$ cat src/rtl/bts_pkg.sv
package bts_pkg;
  typedef enum logic [1:0] {
    ST_IDLE = 2'd0,
    ST_BEAT = 2'd1,
    ST_GAP  = 2'd2
  } seq_state_t;

  // beat size in bytes for a size code
  function automatic logic [2:0] beat_bytes(input logic [1:0] code);
    case (code)
      2'd0:    beat_bytes = 3'd1;
      2'd1:    beat_bytes = 3'd2;
      default: beat_bytes = 3'd4;
    endcase
  endfunction
endpackage

$ cat src/rtl/bts_step_calc.sv
module bts_step_calc #(
  parameter int LEN_W = 16
) (
  input  logic [1:0]       size_code,
  input  logic [7:0]       addr_lo,
  input  logic [LEN_W-1:0] remaining,
  output logic [2:0]       step,
  output logic             page_end,
  output logic             last_beat
);
  import bts_pkg::*;

  logic [8:0] next_lo;

  always_comb begin
    step      = beat_bytes(size_code);
    next_lo   = {1'b0, addr_lo} + {6'd0, step};
    page_end  = next_lo[8];
    last_beat = (remaining <= LEN_W'(step));
  end
endmodule

$ cat src/rtl/bts_burst_ctr.sv
module bts_burst_ctr #(
  parameter int BURST_W = 8
) (
  input  logic               clk,
  input  logic               rst,
  input  logic               clear,
  input  logic               inc,
  input  logic               active,
  input  logic [BURST_W-1:0] limit,
  output logic               limit_hit
);
  logic [BURST_W-1:0] cnt;

  always_ff @(posedge clk) begin
    if (rst || clear) cnt <= '0;
    else if (inc)     cnt <= cnt + 1'b1;
  end

  assign limit_hit = (limit != '0) && (cnt == limit - 1'b1);


  burst_limit_chk: assert property (@(posedge clk) disable iff (rst)
    (active && limit != '0) |-> (cnt < limit));
endmodule

$ cat src/rtl/bts_gap_timer.sv
module bts_gap_timer #(
  parameter int GAP_W = 8
) (
  input  logic             clk,
  input  logic             rst,
  input  logic             load,
  input  logic [GAP_W-1:0] value,
  input  logic             dec,
  output logic             expired
);
  logic [GAP_W-1:0] cnt;

  always_ff @(posedge clk) begin
    if (rst)                   cnt <= '0;
    else if (load)             cnt <= value;
    else if (dec && cnt != '0) cnt <= cnt - 1'b1;
  end

  assign expired = (cnt == '0);


  gap_hold_chk: assert property (@(posedge clk) disable iff (rst)
    (dec && !load && !expired) |=> (cnt == $past(cnt) - 1'b1));
endmodule

$ cat src/rtl/blk_xfer_seq.sv
module blk_xfer_seq #(
  parameter int ADDR_W  = 32,
  parameter int LEN_W   = 16,
  parameter int BURST_W = 8,
  parameter int GAP_W   = 8
) (
  input  logic               clk,
  input  logic               rst,
  input  logic               start,
  input  logic [ADDR_W-1:0]  cfg_addr,
  input  logic [LEN_W-1:0]   cfg_len,
  input  logic [1:0]         cfg_size,
  input  logic [BURST_W-1:0] cfg_burst,
  input  logic [GAP_W-1:0]   cfg_gap,
  output logic               busy,
  output logic               done,
  output logic               err,
  output logic               bus_as,
  output logic               bus_req,
  output logic [ADDR_W-1:0]  bus_addr,
  input  logic               bus_ack,
  input  logic               bus_berr,
  output logic               loc_valid,
  output logic [LEN_W-1:0]   loc_off
);
  import bts_pkg::*;

  seq_state_t         state;
  logic [LEN_W-1:0]   remaining;
  logic [LEN_W-1:0]   offset;
  logic [1:0]         size_q;
  logic [BURST_W-1:0] burst_q;
  logic [GAP_W-1:0]   gap_q;

  logic [2:0] step;
  logic       page_end, last_beat, limit_hit, gap_done;
  logic       accept, abort, launch, cut, restart;

  assign accept  = (state == ST_BEAT) && bus_req && bus_ack && !bus_berr;
  assign abort   = (state == ST_BEAT) && bus_req && bus_berr;
  assign launch  = (state == ST_IDLE) && start && (cfg_len != '0);
  assign cut     = accept && !last_beat && (page_end || limit_hit);
  assign restart = (state == ST_GAP) && gap_done;

  bts_step_calc #(.LEN_W(LEN_W)) u_step (
    .size_code (size_q),
    .addr_lo   (bus_addr[7:0]),
    .remaining (remaining),
    .step      (step),
    .page_end  (page_end),
    .last_beat (last_beat)
  );

  bts_burst_ctr #(.BURST_W(BURST_W)) u_bctr (
    .clk       (clk),
    .rst       (rst),
    .clear     (launch || restart),
    .inc       (accept),
    .active    (state == ST_BEAT),
    .limit     (burst_q),
    .limit_hit (limit_hit)
  );

  bts_gap_timer #(.GAP_W(GAP_W)) u_gap (
    .clk     (clk),
    .rst     (rst),
    .load    (cut),
    .value   (gap_q),
    .dec     (state == ST_GAP),
    .expired (gap_done)
  );

  always_ff @(posedge clk) begin
    if (rst) begin
      state     <= ST_IDLE;
      remaining <= '0;
      offset    <= '0;
      size_q    <= '0;
      burst_q   <= '0;
      gap_q     <= '0;
      busy      <= 1'b0;
      done      <= 1'b0;
      err       <= 1'b0;
      bus_as    <= 1'b0;
      bus_req   <= 1'b0;
      bus_addr  <= '0;
      loc_valid <= 1'b0;
      loc_off   <= '0;
    end else begin
      done      <= 1'b0;
      loc_valid <= 1'b0;
      case (state)
        ST_IDLE: begin
          if (start) begin
            err       <= 1'b0;
            size_q    <= cfg_size;
            burst_q   <= cfg_burst;
            gap_q     <= cfg_gap;
            bus_addr  <= cfg_addr;
            remaining <= cfg_len;
            offset    <= '0;
            if (cfg_len == '0) begin
              done <= 1'b1;
            end else begin
              busy    <= 1'b1;
              bus_as  <= 1'b1;
              bus_req <= 1'b1;
              state   <= ST_BEAT;
            end
          end
        end
        ST_BEAT: begin
          if (abort) begin
            err     <= 1'b1;
            done    <= 1'b1;
            busy    <= 1'b0;
            bus_as  <= 1'b0;
            bus_req <= 1'b0;
            state   <= ST_IDLE;
          end else if (accept) begin
            loc_valid <= 1'b1;
            loc_off   <= offset;
            offset    <= offset + LEN_W'(step);
            bus_addr  <= bus_addr + ADDR_W'(step);
            if (last_beat) begin
              remaining <= '0;
              done      <= 1'b1;
              busy      <= 1'b0;
              bus_as    <= 1'b0;
              bus_req   <= 1'b0;
              state     <= ST_IDLE;
            end else begin
              remaining <= remaining - LEN_W'(step);
              if (cut) begin
                bus_as  <= 1'b0;
                bus_req <= 1'b0;
                state   <= ST_GAP;
              end
            end
          end
        end
        ST_GAP: begin
          if (gap_done) begin
            bus_as  <= 1'b1;
            bus_req <= 1'b1;
            state   <= ST_BEAT;
          end
        end
        default: state <= ST_IDLE;
      endcase
    end
  end


  req_in_as_chk: assert property (@(posedge clk) disable iff (rst)
    bus_req |-> bus_as);


  addr_hold_chk: assert property (@(posedge clk) disable iff (rst)
    (bus_req && !bus_ack && !bus_berr) |=> $stable(bus_addr));


  page_stay_chk: assert property (@(posedge clk) disable iff (rst)
    (bus_as && bus_req && bus_ack && !bus_berr) |=>
      (!bus_as || bus_addr[ADDR_W-1:8] == $past(bus_addr[ADDR_W-1:8])));


  done_idle_chk: assert property (@(posedge clk) disable iff (rst)
    done |-> !busy);


  err_with_done_chk: assert property (@(posedge clk) disable iff (rst)
    $rose(err) |-> done);


  loc_pulse_chk: assert property (@(posedge clk) disable iff (rst)
    (bus_req && bus_ack && !bus_berr) |=> loc_valid);
endmodule

$ cat config.mk
export PLATFORM = sky130hd
export DESIGN_NAME = blk_xfer_seq
export DESIGN_NICKNAME = d
export VERILOG_FILES = /design/src/rtl/bts_pkg.sv /design/src/rtl/bts_step_calc.sv /design/src/rtl/bts_burst_ctr.sv /design/src/rtl/bts_gap_timer.sv /design/src/rtl/blk_xfer_seq.sv
export SDC_FILE = /design/constraint.sdc
export NUM_CORES = 1
export LEC_CHECK = 0
export BUFFER_PORTS_ARGS = -buffer_cell sky130_fd_sc_hd__buf_2
export CAP_MARGIN = 40
export CORE_ASPECT_RATIO = 2
export CORE_MARGIN = 4
export CORE_UTILIZATION = 30
export CTS_BUF_LIST = sky130_fd_sc_hd__clkbuf_16
export DETAILED_ROUTE_END_ITERATION = 12
export PLACE_DENSITY = 0.48
export RECOVER_POWER = 25
export SLEW_MARGIN = 20
export SYNTH_ARGS = -nofsm -noshare
export SYNTH_HDL_FRONTEND = slang
export SYNTH_SLANG_ARGS = --single-unit
$ cat constraint.sdc
create_clock -name clk -period 7.3 [get_ports clk]
set_clock_uncertainty 0.15 [all_clocks]
set_input_delay 0.73 -clock clk [delete_from_list [all_inputs] [get_ports clk]]
set_output_delay 0.73 -clock clk [all_outputs]
set_load 0.01 [all_outputs]
Yosys cells after proc, flatten, opt, wreduce, memory -nomap -nowiden --
Cells that the tools add are included.
Word-level totals: bits in registers 121, input bits 71, output and inout port bits 54
Operators by class: $add $sub $neg 7, magnitude comparators 1, eq/ne operators 13, mux-type cells 46, bitwise gates (word level) 2, reductions and logical operators 34
Operators by type and width (number):
- 16-bit 2-to-1 mux | 7
- 32-bit 2-to-1 mux | 3
- 16-bit case mux with 2 select lines | 2
- 32-bit case mux with 2 select lines | 1
- 32-bit by 3-bit adder with 32-bit output | 1
- 1-bit 2-to-1 mux | 18
- 16-bit by 3-bit adder with 16-bit output | 1
- 16-bit by 3-bit <= comparator with 1-bit output | 1
- 16-bit logical NOT | 1
- 8-bit 2-to-1 mux | 2
- 16-bit nonzero test | 1
- 8-bit nonzero test | 2
- 16-bit by 3-bit subtractor with 16-bit output | 1
- 8-bit by 1-bit subtractor with 8-bit output (second input constant) | 2
- 2-bit 2-to-1 mux | 7
- 2-bit != test (second input constant) | 6
- 1-bit logical AND | 11
- 5-bit AND reduction | 2
- 8-bit by 3-bit adder with 9-bit output | 1
- 8-bit by 1-bit adder with 8-bit output (second input constant) | 1
- 8-bit equality test | 1
- 8-bit logical NOT | 1
- 3-bit != test (second input constant) | 2
- 1-bit case mux with 2 select lines | 3
- other kinds (17) | 25

Depth between registers and ports, before layout --
depth in word-level cells 11, gate-level depth with buffers 11, gate-level depth less buffers 10

Cells and area by module --
Synthesis repeated with hierarchy kept, for this count alone.
Second synthesis, totals: cell total of the unflattened synthesis 882, area total of the unflattened synthesis 6850.3 sq um
By module, submodules not included:
- blk_xfer_seq | instances 1, cells each 724, area each 5544.1 sq um
- bts_burst_ctr | instances 1, cells each 73, area each 610.6 sq um
- bts_gap_timer | instances 1, cells each 59, area each 515.5 sq um
- bts_step_calc | instances 1, cells each 26, area each 180.2 sq um

Least setup slack after synthesis --
Ideal clock, no wire load.
path kind flip-flop to flip-flop, start point reg size_q[1], end point reg state[0], setup time 0.123 ns, data arrival time 2.357 ns, slack 4.669 ns, stages on the path, launching flop included 11, buffers on the path 0, path through dfxtp_1 nor2_1 ha_1 inv_1 fa_1 a21o_1 a211o_1 o21ai_2 nor2_1 a21oi_1 mux2_1
Between the ends: longest elaborated chain between the ends 8, elaborated cells on any way between the ends 15, those cells by class add/sub (1); order compare (1); eq/ne (2); mux (5); reduce/logical (6)
RTL lines:
- start, declared | RTL line blk_xfer_seq.sv:31 | logic [1:0] size_q;
- start signal, assigned | RTL line blk_xfer_seq.sv:96 | size_q <= cfg_size;
- 2-bit by 1-bit equality test with 1-bit output / 2-bit logical NOT (equally long branches) | RTL line bts_pkg.sv:10 | case (code)
- 3-bit case mux with 2 select lines * | RTL line bts_pkg.sv:10
- 16-bit by 3-bit <= comparator with 1-bit output | RTL line bts_step_calc.sv:19 | last_beat = (remaining <= LEN_W'(step));
- 1-bit logical NOT | RTL line blk_xfer_seq.sv:42 | assign cut = accept && !last_beat && (page_end || limit_hit);
- 1-bit logical AND (2 in series) | RTL line blk_xfer_seq.sv:42
- 4-bit != test (no source line)
- 5-bit AND reduction (no source line)
- end signal, assigned | RTL line blk_xfer_seq.sv:75 | state <= ST_IDLE;
- end signal, assigned | RTL line blk_xfer_seq.sv:108 | state <= ST_BEAT;
- end signal, assigned | RTL line blk_xfer_seq.sv:119 | state <= ST_IDLE;
- end, declared | RTL line blk_xfer_seq.sv:28 | seq_state_t state;
Mark *: on every way between the ends. The rest lies on a longest branch, timed or not. The select of a mux whose other input is x is not followed. A chain may end at the register's enable or synchronous reset.

Worst setup path after layout --
start point reg size_q[1], end point reg remaining[3]
Between the ends: longest elaborated chain between the ends 7, elaborated cells on any way between the ends 9, those cells by class add/sub (1); order compare (1); eq/ne (1); mux (5); reduce/logical (1)
RTL lines:
- 2-bit by 1-bit equality test with 1-bit output / 2-bit logical NOT (equally long branches) | RTL line bts_pkg.sv:10
- 3-bit case mux with 2 select lines * | RTL line bts_pkg.sv:10
- 16-bit by 3-bit subtractor with 16-bit output / 16-bit by 3-bit <= comparator with 1-bit output (equally long branches) | RTL line blk_xfer_seq.sv:133, bts_step_calc.sv:19
- 16-bit 2-to-1 mux * | RTL line blk_xfer_seq.sv:125 | if (last_beat) begin
- 16-bit 2-to-1 mux * | RTL line blk_xfer_seq.sv:120 | end else if (accept) begin
- 16-bit 2-to-1 mux * | RTL line blk_xfer_seq.sv:113 | if (abort) begin
- 16-bit case mux with 2 select lines * | RTL line blk_xfer_seq.sv:92 | case (state)
- end signal, assigned | RTL line blk_xfer_seq.sv:100 | remaining <= cfg_len;
- end signal, assigned | RTL line blk_xfer_seq.sv:133 | remaining <= remaining - LEN_W'(step);
- end, declared | RTL line blk_xfer_seq.sv:29 | logic [LEN_W-1:0] remaining;
Marked as above.

==> impl_metrics.json <==
{
  "clk_path_buf_depth": 2,
  "hold_path_class": "flop to flop",
  "via_count": 6280,
  "syn_area_per_cell_um2": 7.87,
  "synth_top_flop_cell": "dfxtp_1",
  "post_cts_resized": 0,
  "worstSetupPathType": "flop to flop",
  "syn_area_mm2": 0.00639,
  "num_rows": 75,
  "clk_latency_ns": 0.42,
  "cts_sinks": 121,
  "worstSetupStartpointType": "flop",
  "crit_path_end_kind": "flop",
  "postRouteAntennaNets": 0,
  "drt-wirelength-per-cell_um": 17.9,
  "status": "complete, no violations",
  "fmax_mhz": 339,
  "final_cell_mix": "132 x nand2_1, 121 x dfxtp_1, 81 x buf_2",
  "required_ns": 7.42,
  "worstPathArrival_ns": 3.07,
  "die-area_mm2": 0.0238,
  "nFillCells": 2294,
  "yosysSeqAreaShare": 0.379,
  "slew_violations": 0,
  "crit_chain": "nor2_1 > ha_1 > inv_1 > fa_1 > a21o_1 > a211o_1 > o21ai_4 > o21ai_0 > a21oi_1 > a21oi_1",
  "port-buffer-count": 124,
  "grt_first_pass_wirelength_um": 34500,
  "io_pins": 125,
  "die-height_um": 214,
  "critPathSlowestCell": "fa_1",
  "worst_slew_pin_slew_ns": 0.759,
  "peakVddDrop_v": 0.000137,
  "layout-drive-gt1-share": 0.152,
  "clkPwrFrac": 0.405,
  "syn2layout_area_growth_pct": 23.0,
  "utilization": 0.374,
  "setup_viol": 0,
  "grt_antenna_before_repair": 1,
  "grt-ovfl-total": 0,
  "grt_pass1_vias": 6482,
  "cts_max_level": 4,
  "synth.net_count": 900,
  "pre_cts_ws_ns": 4.24,
  "critPathMaxStageDelay_ns": 0.39,
  "globalRouteTotalUtil": 0.183,
  "powerDensity_mw_per_mm2": 296,
  "num-nets-final": 1004,
  "p_switching_uw": 747,
  "ys_top_cells_by_area": "dfxtp_1 38%, nand2_1 7.8%, a21oi_1 6.3%",
  "power.total_mw": 2.33,
  "die_w_um": 111,
  "synthCells": 812,
  "sequentialPowerShare": 0.352,
  "comb_power_share": 0.243,
  "yosysTopAreaCellShare": 0.379,
  "drt-pass1-iter-count": 5,
  "core_area_mm2": 0.0210,
  "cts_tree": "yes",
  "cts_setup_buffers": 0,
  "p_leak_nw": 2.99,
  "cp_common_cell": "a21oi_1",
  "min_period_ns": 2.95,
  "swShare": 0.321,
  "final_common_cell": "nand2_1",
  "grt_max_degree": 65,
  "synthArstFlopShare": 0,
  "routed_wirelength_um": 21500,
  "rsz0062_at_grt": "no",
  "drt_iter0_drc": 342,
  "finalHoldViolations": 0,
  "cts_made_buffers": 17,
  "cap_viol_max_count": 0,
  "cts_root_buf": "clkbuf_16",
  "gp_congestion": 0.800,
  "yosys.area.top_type": "dfxtp_1",
  "critPathBufInv": 1,
  "post_drt_via_cell_ratio": 5.24,
  "synth.distinct_cells": 75,
  "slew_headroom": 0.494,
  "path_delay_family": "compound AO/OA/AOI/OAI gates",
  "yosysWarnings": 0,
  "postPlaceCellArea_mm2": 0.00725,
  "place_hpwl_um": 16000,
  "power.internal_mw": 1.58,
  "synth_edf_count": 0,
  "fin_ws_ns": 4.35,
  "drc_errors": 0,
  "tns_ns": 0,
  "start_util": 0.304,
  "final_area_mm2": 0.00786,
  "synth_seq_cells": 121,
  "path_clk_slew_ns": 0.05,
  "fin_crit_sh": 0.404,
  "cp_max_fo": 14,
  "cts-hold-fix-buffers": 0
}
-- routing by layer --
| layer | vias to the layer above | part of all wire | track usage |
|---|---|---|---|
| li1 | 3138 | - | - |
| met2 | 123 | 0.55 | 0.343 |
| met3 | 30 | 0.040 | 0.0404 |
| met1 | 2989 | 0.38 | 0.192 |
| met4 | 0 | 0.027 | 0.0792 |
| met5 | - | 0 | 0 |
-- metrics by stage --
step / cells / hold WS, ns
final: 1199 / 0.304
after CTS: 1198 / 0.305
after detailed placement: 1166 / 0.296
after global placement: 1163 / 0.293
after global routing: 1199 / 0.329
after floorplan: 812 / 0.286
-- worst paths after layout --
kind | from | endpoint | slack [ns] | cells past startpoint
max | size_q[1]$_SDFFE_PP0P_ | remaining[3]$_SDFFE_PP0P_ | 4.35 | 10
min | loc_off[7]$_SDFFE_PP0P_ | loc_off[7]$_SDFFE_PP0P_ | 0.30 | 2
max reg2reg | size_q[1]$_SDFFE_PP0P_ | remaining[3]$_SDFFE_PP0P_ | 4.35 | 10
min reg2reg | loc_off[7]$_SDFFE_PP0P_ | loc_off[7]$_SDFFE_PP0P_ | 0.30 | 2
-- area by class of cell --
cell class / instances / area (µm²) / area share
Inverter: 15 / 56.3 / 0.00717
Clock buffer: 17 / 425 / 0.0541
Timing Repair Buffer: 133 / 654 / 0.0833
Antenna cell: 1 / 2.50 / 0.000319
Tap cell: 269 / 337 / 0.0428
Clock inverter: 15 / 230 / 0.0293
Sequential cell: 121 / 2420 / 0.308
Multi-Input combinational cell: 628 / 3730 / 0.475
-- cells by family (layout without fill, tap and decap cells) --
family          after synthesis  count (layout)  share of synthesized area
simple gates                345             345                      0.258
compound gates              222             222                      0.226
flops                       121             121                      0.379
buf+inv                      63             180                     0.0394
xor+xnor                     41              41                     0.0562
fa+ha+maj                    17              17                     0.0368
mux                           3               3                    0.00490
other cells                   0               1                          0
-- synthesized netlist by cell type, drive strengths merged, types with 7 or more instances --
cell type,instances
a211oi,18
a21o,9
a21oi,81
a22oi,7
a31oi,10
and3,14
buf,9
clkbuf,39
dfxtp,121
ha,14
inv,15
nand2,132
nand3,30
nand4,10
nor2,74
nor2b,9
nor3,17
nor4,17
o21ai,42
or2,8
xnor2,16
xor2,25
-- state kept, by name, indices dropped and copies added (netlist names), 2 cells and up --
signal / cells
bus_addr: 32
loc_off: 16
offset: 16
remaining: 16
burst_q: 8
gap_q: 8
u_bctr.cnt: 8
u_gap.cnt: 8
size_q: 2
state: 2
-- worst reg2reg max path, stage by stage, from the launching register on --
cell	delay, ns
dfxtp_1	0.35
nor2_1	0.23
ha_1	0.22
inv_1	0.06
fa_1	0.39
a21o_1	0.26
a211o_1	0.36
o21ai_4	0.38
o21ai_0	0.17
a21oi_1	0.17
a21oi_1	0.08
-- power by group through the flow --
stage / Sequential (mW) / Clock (mW) / Combinational (mW)
2_1_floorplan: 0.815 / 0 / 0.387
3_3_place_gp: 0.832 / 0 / 0.566
3_5_place_dp: 0.832 / 0 / 0.579
4_1_cts: 0.818 / 0.962 / 0.581
5_1_grt: 0.831 / 0.988 / 0.635
6_report: 0.820 / 0.943 / 0.565
Note: power is estimated with default switching activity, not from simulation.
